==> src/rtl/jtag_regacc_pkg.sv <==
package jtag_regacc_pkg;

    localparam int DATA_W = 32;
    localparam int ADDR_W = 7;
    localparam int DR_W   = DATA_W + ADDR_W + 1;
    localparam int DIR_BIT = DR_W - 1;

    typedef logic [DATA_W-1:0] word_t;
    typedef logic [ADDR_W-1:0] addr_t;
    typedef logic [DR_W-1:0]   dr_t;

    // Scan image, packed MSB first: direction, address, data (data nearest TDO)
    typedef struct packed {
        logic  is_write;
        addr_t addr;
        word_t data;
    } dr_image_t;

    typedef enum logic [1:0] {
        ACC_IDLE  = 2'd0,
        ACC_READ  = 2'd1,
        ACC_WRITE = 2'd2
    } acc_kind_t;

    typedef struct packed {
        acc_kind_t kind;
        addr_t     addr;
        word_t     wdata;
    } acc_req_t;

    // Image loaded at Capture-DR: held read word, zero header
    function automatic dr_t capture_image(input word_t held);
        dr_image_t img;
        img.is_write = 1'b0;
        img.addr     = '0;
        img.data     = held;
        return dr_t'(img);
    endfunction

    // Turn a shifted-in image into a register file request
    function automatic acc_req_t decode_image(input dr_t raw);
        dr_image_t img;
        acc_req_t  req;
        img       = dr_image_t'(raw);
        req.kind  = img.is_write ? ACC_WRITE : ACC_READ;
        req.addr  = img.addr;
        req.wdata = img.data;
        return req;
    endfunction

endpackage

==> src/rtl/jtag_regacc_select.sv <==
module jtag_regacc_select #(
    parameter int CHAIN_W   = 4,
    parameter int SEL_CHAIN = 0
) (
    input  logic               instr_hit,
    input  logic [CHAIN_W-1:0] scan_chain,
    input  logic               tap_capture,
    input  logic               tap_shift,
    input  logic               tap_update,
    output logic               sel,
    output logic               cap_en,
    output logic               shift_en,
    output logic               upd_en
);
    localparam logic [CHAIN_W-1:0] CHAIN_MATCH = CHAIN_W'(SEL_CHAIN);

    always_comb begin
        sel      = instr_hit && (scan_chain == CHAIN_MATCH);
        cap_en   = sel && tap_capture;
        shift_en = sel && tap_shift && !tap_capture;
        upd_en   = sel && tap_update && !tap_capture && !tap_shift;
    end
endmodule

==> src/rtl/jtag_regacc_shreg.sv <==
module jtag_regacc_shreg
    import jtag_regacc_pkg::*;
(
    input  logic  clk,
    input  logic  rst,
    input  logic  cap_en,
    input  logic  shift_en,
    input  logic  tdi,
    input  word_t held_word,
    output dr_t   sr_q
);
    always_ff @(posedge clk) begin
        if (rst) begin
            sr_q <= '0;
        end else if (cap_en) begin
            sr_q <= capture_image(held_word);
        end else if (shift_en) begin
            sr_q <= {tdi, sr_q[DR_W-1:1]};
        end
    end
endmodule

==> src/rtl/jtag_regacc_update.sv <==
module jtag_regacc_update
    import jtag_regacc_pkg::*;
(
    input  logic     clk,
    input  logic     rst,
    input  logic     upd_en,
    input  dr_t      sr_q,
    output acc_req_t req_q
);
    always_ff @(posedge clk) begin
        if (rst) begin
            req_q.kind  <= ACC_IDLE;
            req_q.addr  <= '0;
            req_q.wdata <= '0;
        end else if (upd_en) begin
            req_q <= decode_image(sr_q);
        end else begin
            // strobe lasts one cycle; address and data stay put
            req_q.kind <= ACC_IDLE;
        end
    end
endmodule

==> src/rtl/jtag_regacc_hold.sv <==
module jtag_regacc_hold
    import jtag_regacc_pkg::*;
(
    input  logic  clk,
    input  logic  rst,
    input  logic  rd_strobe,
    input  word_t rdata,
    output word_t hold_q
);
    always_ff @(posedge clk) begin
        if (rst) begin
            hold_q <= '0;
        end else if (rd_strobe) begin
            hold_q <= rdata;
        end
    end
endmodule

==> src/rtl/jtag_regacc_dr.sv <==
module jtag_regacc_dr
    import jtag_regacc_pkg::*;
#(
    parameter int CHAIN_W   = 4,
    parameter int SEL_CHAIN = 0
) (
    input  logic               clk,
    input  logic               rst,
    input  logic               instr_hit,
    input  logic [CHAIN_W-1:0] scan_chain,
    input  logic               tap_capture,
    input  logic               tap_shift,
    input  logic               tap_update,
    input  logic               tdi,
    output logic               tdo,
    output logic [ADDR_W-1:0]  rf_addr,
    output logic [DATA_W-1:0]  rf_wdata,
    output logic               rf_wr,
    output logic               rf_rd,
    input  logic [DATA_W-1:0]  rf_rdata
);
    logic     sel;
    logic     cap_en;
    logic     shift_en;
    logic     upd_en;
    dr_t      sr_q;
    word_t    hold_q;
    acc_req_t req_q;

    jtag_regacc_select #(
        .CHAIN_W   (CHAIN_W),
        .SEL_CHAIN (SEL_CHAIN)
    ) u_select (
        .instr_hit   (instr_hit),
        .scan_chain  (scan_chain),
        .tap_capture (tap_capture),
        .tap_shift   (tap_shift),
        .tap_update  (tap_update),
        .sel         (sel),
        .cap_en      (cap_en),
        .shift_en    (shift_en),
        .upd_en      (upd_en)
    );

    jtag_regacc_shreg u_shreg (
        .clk       (clk),
        .rst       (rst),
        .cap_en    (cap_en),
        .shift_en  (shift_en),
        .tdi       (tdi),
        .held_word (hold_q),
        .sr_q      (sr_q)
    );

    jtag_regacc_update u_update (
        .clk    (clk),
        .rst    (rst),
        .upd_en (upd_en),
        .sr_q   (sr_q),
        .req_q  (req_q)
    );

    jtag_regacc_hold u_hold (
        .clk       (clk),
        .rst       (rst),
        .rd_strobe (rf_rd),
        .rdata     (rf_rdata),
        .hold_q    (hold_q)
    );

    always_comb begin
        tdo      = sel && !rst && sr_q[0];
        rf_addr  = req_q.addr;
        rf_wdata = req_q.wdata;
        rf_wr    = (req_q.kind == ACC_WRITE);
        rf_rd    = (req_q.kind == ACC_READ);
    end
endmodule

==> config.mk <==
export PLATFORM = sky130hd
export DESIGN_NAME = jtag_regacc_dr
export DESIGN_NICKNAME = d
export VERILOG_FILES = /design/src/rtl/jtag_regacc_pkg.sv /design/src/rtl/jtag_regacc_select.sv /design/src/rtl/jtag_regacc_shreg.sv /design/src/rtl/jtag_regacc_update.sv /design/src/rtl/jtag_regacc_hold.sv /design/src/rtl/jtag_regacc_dr.sv
export SDC_FILE = /design/constraint.sdc
export NUM_CORES = 1
export LEC_CHECK = 0
export ABC_AREA = 1
export CORE_UTILIZATION = 53
export DETAILED_ROUTE_END_ITERATION = 10
export PLACE_DENSITY = 0.88
export SKIP_LAST_GASP = 1
export SYNTH_ARGS = -nofsm -noshare
export SYNTH_HDL_FRONTEND = slang
export SYNTH_SLANG_ARGS = --single-unit
==> constraint.sdc <==
create_clock -name clk -period 1.3 [get_ports clk]
set_input_delay 0.13 -clock clk [delete_from_list [all_inputs] [get_ports clk]]
set_output_delay 0.13 -clock clk [all_outputs]
set_load 0.005 [all_outputs]
==> run summary <==
Of the synthesized area, sequential elements account for 46.86%. In this run, the combinational gates consume roughly 5.3% of the power. The top cell types in the final layout, fill and taps aside, are nand2_1 (160), nor2_1 (131), dfxtp_1 (103).

The data arrival at the endpoint of the critical path came out at 1.13 ns. The share of the cycle needed by the critical path after routing came out at 97.03%. In the global route stage, met3 resource usage came out at between 6 and 7%. The iteration count of the initial detailed-routing pass came out at 5. The depth of the worst hold-timing path came out at 3. The endpoint identified for the worst register-to-register timing path is u_hold.hold_q[30]. The met1 routing resource usage after global routing came out at 29.04%. The starting utilization of the core area is around 55%. The final standard cell utilization of the core came out at a little under three quarters.

On the final layout, the worst hold slack is approximately 0.22 ns. For this run, asynchronously set or reset flops after synthesis account for 0%. The routed wire length came out at between 10000 and 15000 um. Setup repair after global routing could not meet its margin everywhere.

The Yosys warning count is 0. The net count after synthesis is approximately 740. The number of global-route vias before repair came to between 4000 and 5000. The most common library cell in the layout ignoring fill and taps is nand2_1.

The final routed wire length divided by cell count is approximately 13 um. Routability-driven placement finished with a final weighted congestion of about 0.85. The setup slack of the most critical reg-to-reg path came out at about 0.039 ns.

The count of clock tree sinks is approximately 110. The core region is slightly below 0.009 mm^2. The number of antenna violations at the first check in global routing is 0. STA classifies the critical path endpoint as a primary output. The post-synth design cell area came out at slightly below 0.005 mm^2. The worst-case headroom to the max-slew limit is 80.11%. The switching power came out at 1.762 mW. The part of the total power dissipated in sequential elements is slightly above 40%.

The count of non-filler cells in the finished layout came out at roughly 870. The library cell used as clock root buffer is clkbuf_8. Fill cells in the final layout number 636.

The number of buffers added to fix hold violations after cts came out at 0. From synthesis to final layout, the design area changed by 29.81%. Cells with a size suffix above 1 make up 13.95% of the layout.

The net count reported at finish is about 790. The max capacitance violation total is 0. In the final layout, flip-flops and latches occupy 0.002275 mm^2. The site row count came out at 34.

The peak clock frequency supported by timing is 0.7928 GHz. The global-route wire length before repair came out at roughly 20000 um. The post-detailed-placement half-perimeter wirelength is about 7400 um. The power per cell area is around 1400 mW/mm^2. The internal cell power came out at roughly 7 mW.

In this run the critical register-to-register path is launched from u_update.req_q[40]. The clock-pin slew of the registers on the worst-case setup and hold paths came out at roughly 0.050 ns. The clock tree from TritonCTS is yes. The number of pins exceeding their max-slew limit in the final report was 0. Of all cell types, the one taking the most synthesized area is dfxtp_1.

At the worst endpoint, the required time is 1.17 ns. TritonCTS created 17 clock buffers. In this run the static leakage power is approximately 3.1 nW.

The detailed router's first-iteration violation count is 337. The endpoint of the worst hold-timing path is u_hold.hold_q[9]. Counting cells, the worst reg-to-reg path comes to 7. Dividing the synthesized area by the synthesized cell count gives between 6 and 7 um^2.

The highest fanout seen on the critical path came out at 2. The setup TNS is 0 ns. The all-layer global routing usage came out at roughly 26%. The global-route track usage on met2 is 45.56%. The global routing stage identified its most utilized layer as met2.

The vertical die dimension is approximately 97 um. The repair_antennas step left the layout with diodes totalling 0. In this run, synthesis inferred 0 flip-flops with an integrated enable. Ranked by total cell area, the synthesized netlist is headed by dfxtp_1 (47%), nand2_1 (13%), nor2_1 (10%), o21ai_0 (7.4%), buf_4 (6.1%). Summed over all layers, the global routing overflow is 0. The buffer depth of the longest clock path is 2.

Entering global routing, the biggest net connects 46 pins. The final clock skew came out at 0.005423 ns. The proportion of power drawn by the clock network came out at 54.2%. The number of hold violations in the final report was 0. The proportion of netlist area held by the largest area contributor is 46.86%. The startpoint-to-endpoint class of the critical path is reg2out. The placed cell count is 836. The number of setup violations in the final report came out at 0. The via count of the routed design is between 4000 and 5000.

The launching element of the worst setup path is u_shreg.sr_q[0]. The clock latency reported for the late side of the worst-skew pair came out at between 0.5 and 0.6 ns. Among all flip-flop cells after synthesis, the most frequent one is dfxtp_1. The width of the chip is slightly below 100 um. Counting I/O delays and the setup requirement, the final critical path takes about 1.3 ns. The via density per instance came out at roughly 5.1.

The unique cell type count in the Yosys netlist came out at 19. VDD sags by at most between 0.8 and 0.9 mV. The H-tree generated during clock tree synthesis spans 4 levels. The run finished with clean final reports. The type of the worst min-delay path is in2reg. The post-detailed-route count of antenna-violating nets is 0. The die covers roughly 0.0095 mm^2.

The number of top-level design ports came out at 85. The total area of multi-input combinational cells came out at about 0.0019 mm^2. The transition time at the pin with the least slew margin is 0.2984 ns. The count of buffers added on input and output ports is 84. The switching share of total power is between 20% and 30%.

The beginning of the worst hold path is rf_rdata[9]. The sort of element at the start of the critical path is a register. The synthesized design contains between 100 and 150 register bits. The cell count after synthesis is 692. For this run, design rule violations remaining after detail routing come to 0.
## critical path: stages (launching register included)
cell and delay (ns):
dfxtp_2 0.33, inv_2 0.04, nor3_2 0.12, buf_2 0.12
## cells in the mapped netlist (2+ instances only)
cell,instances
inv_1,58
nand2_1,161
nand3_1,2
nand4_1,2
nor3_1,3
inv_2,3
o21ai_0,71
buf_4,39
nor2_2,3
clkbuf_1,23
nor2_1,132
or2_2,18
dfxtp_1,113
buf_6,2
buf_2,12
a21oi_1,47
## final cells by class
cell class / count / share of cell area [%]
repair buffers: 114 / 17.99
inverters: 62 / 3.794
clock inverters: 11 / 2.576
clock buffers: 20 / 7.109
flip-flops and latches: 113 / 36.30
well taps: 108 / 2.157
multi-input cells: 440 / 30.07
## timing repair
action | in CTS | in global routing
buffers inserted | 1 | 0
gates cloned | 0 | 0
setup endpoints to repair | 42 | 21
gates resized for setup | 61 | 22
hold endpoints to repair | 0 | 0
pin swaps | 1 | 2
## metal layers
metal	up-vias	wire length (um)
met5	-	0
met4	0	356
met3	32	795
met2	194	5862
met1	1983	4615
li1	2202	-
## worst max path at each step
stage                  endpoint  slack [ns]  cells after the start
2_1_floorplan  u_shreg.sr_q[10]        0.20                      7
3_3_place_gp                tdo       -0.35                      5
3_5_place_dp                tdo       -0.35                      5
4_1_cts                     tdo       -0.15                      3
5_1_grt                     tdo       -0.05                      3
6_report                    tdo        0.04                      3
## cell families after synthesis
| group | Yosys count | share of synthesized area (%) |
|---|---|---|
| flops | 113 | 46.86 |
| buf+inv | 139 | 14.49 |
| simple gates | 322 | 26.41 |
| compound gates | 118 | 12.23 |
## power groups by stage
stage                     Combinational (mW)  Sequential, mW  Clock (mW)
after CTS                              0.456            3.51        4.75
after global placement                 0.439            3.58           0
after detailed placement               0.449            3.58           0
after floorplan                        0.221            3.58           0
final                                  0.463            3.51        4.71
after global routing                   0.507            3.51        4.94
## stage by stage
step / total power, mW / area [um^2] / setup WS (ns)
after global placement: 4.017 / 5679 / -0.3507
after global routing: 8.957 / 6266 / -0.05116
after floorplan: 3.797 / 4827 / 0.2016
after detailed placement: 4.030 / 5679 / -0.3504
final: 8.682 / 6266 / 0.03857
after CTS: 8.715 / 6257 / -0.1518
## state kept, by name, indices dropped and copies added, names as in the netlist
signal and cells:
u_shreg.sr_q 40, u_hold.hold_q 32, u_update.req_q 41
Power figures use the tool's default switching activity.
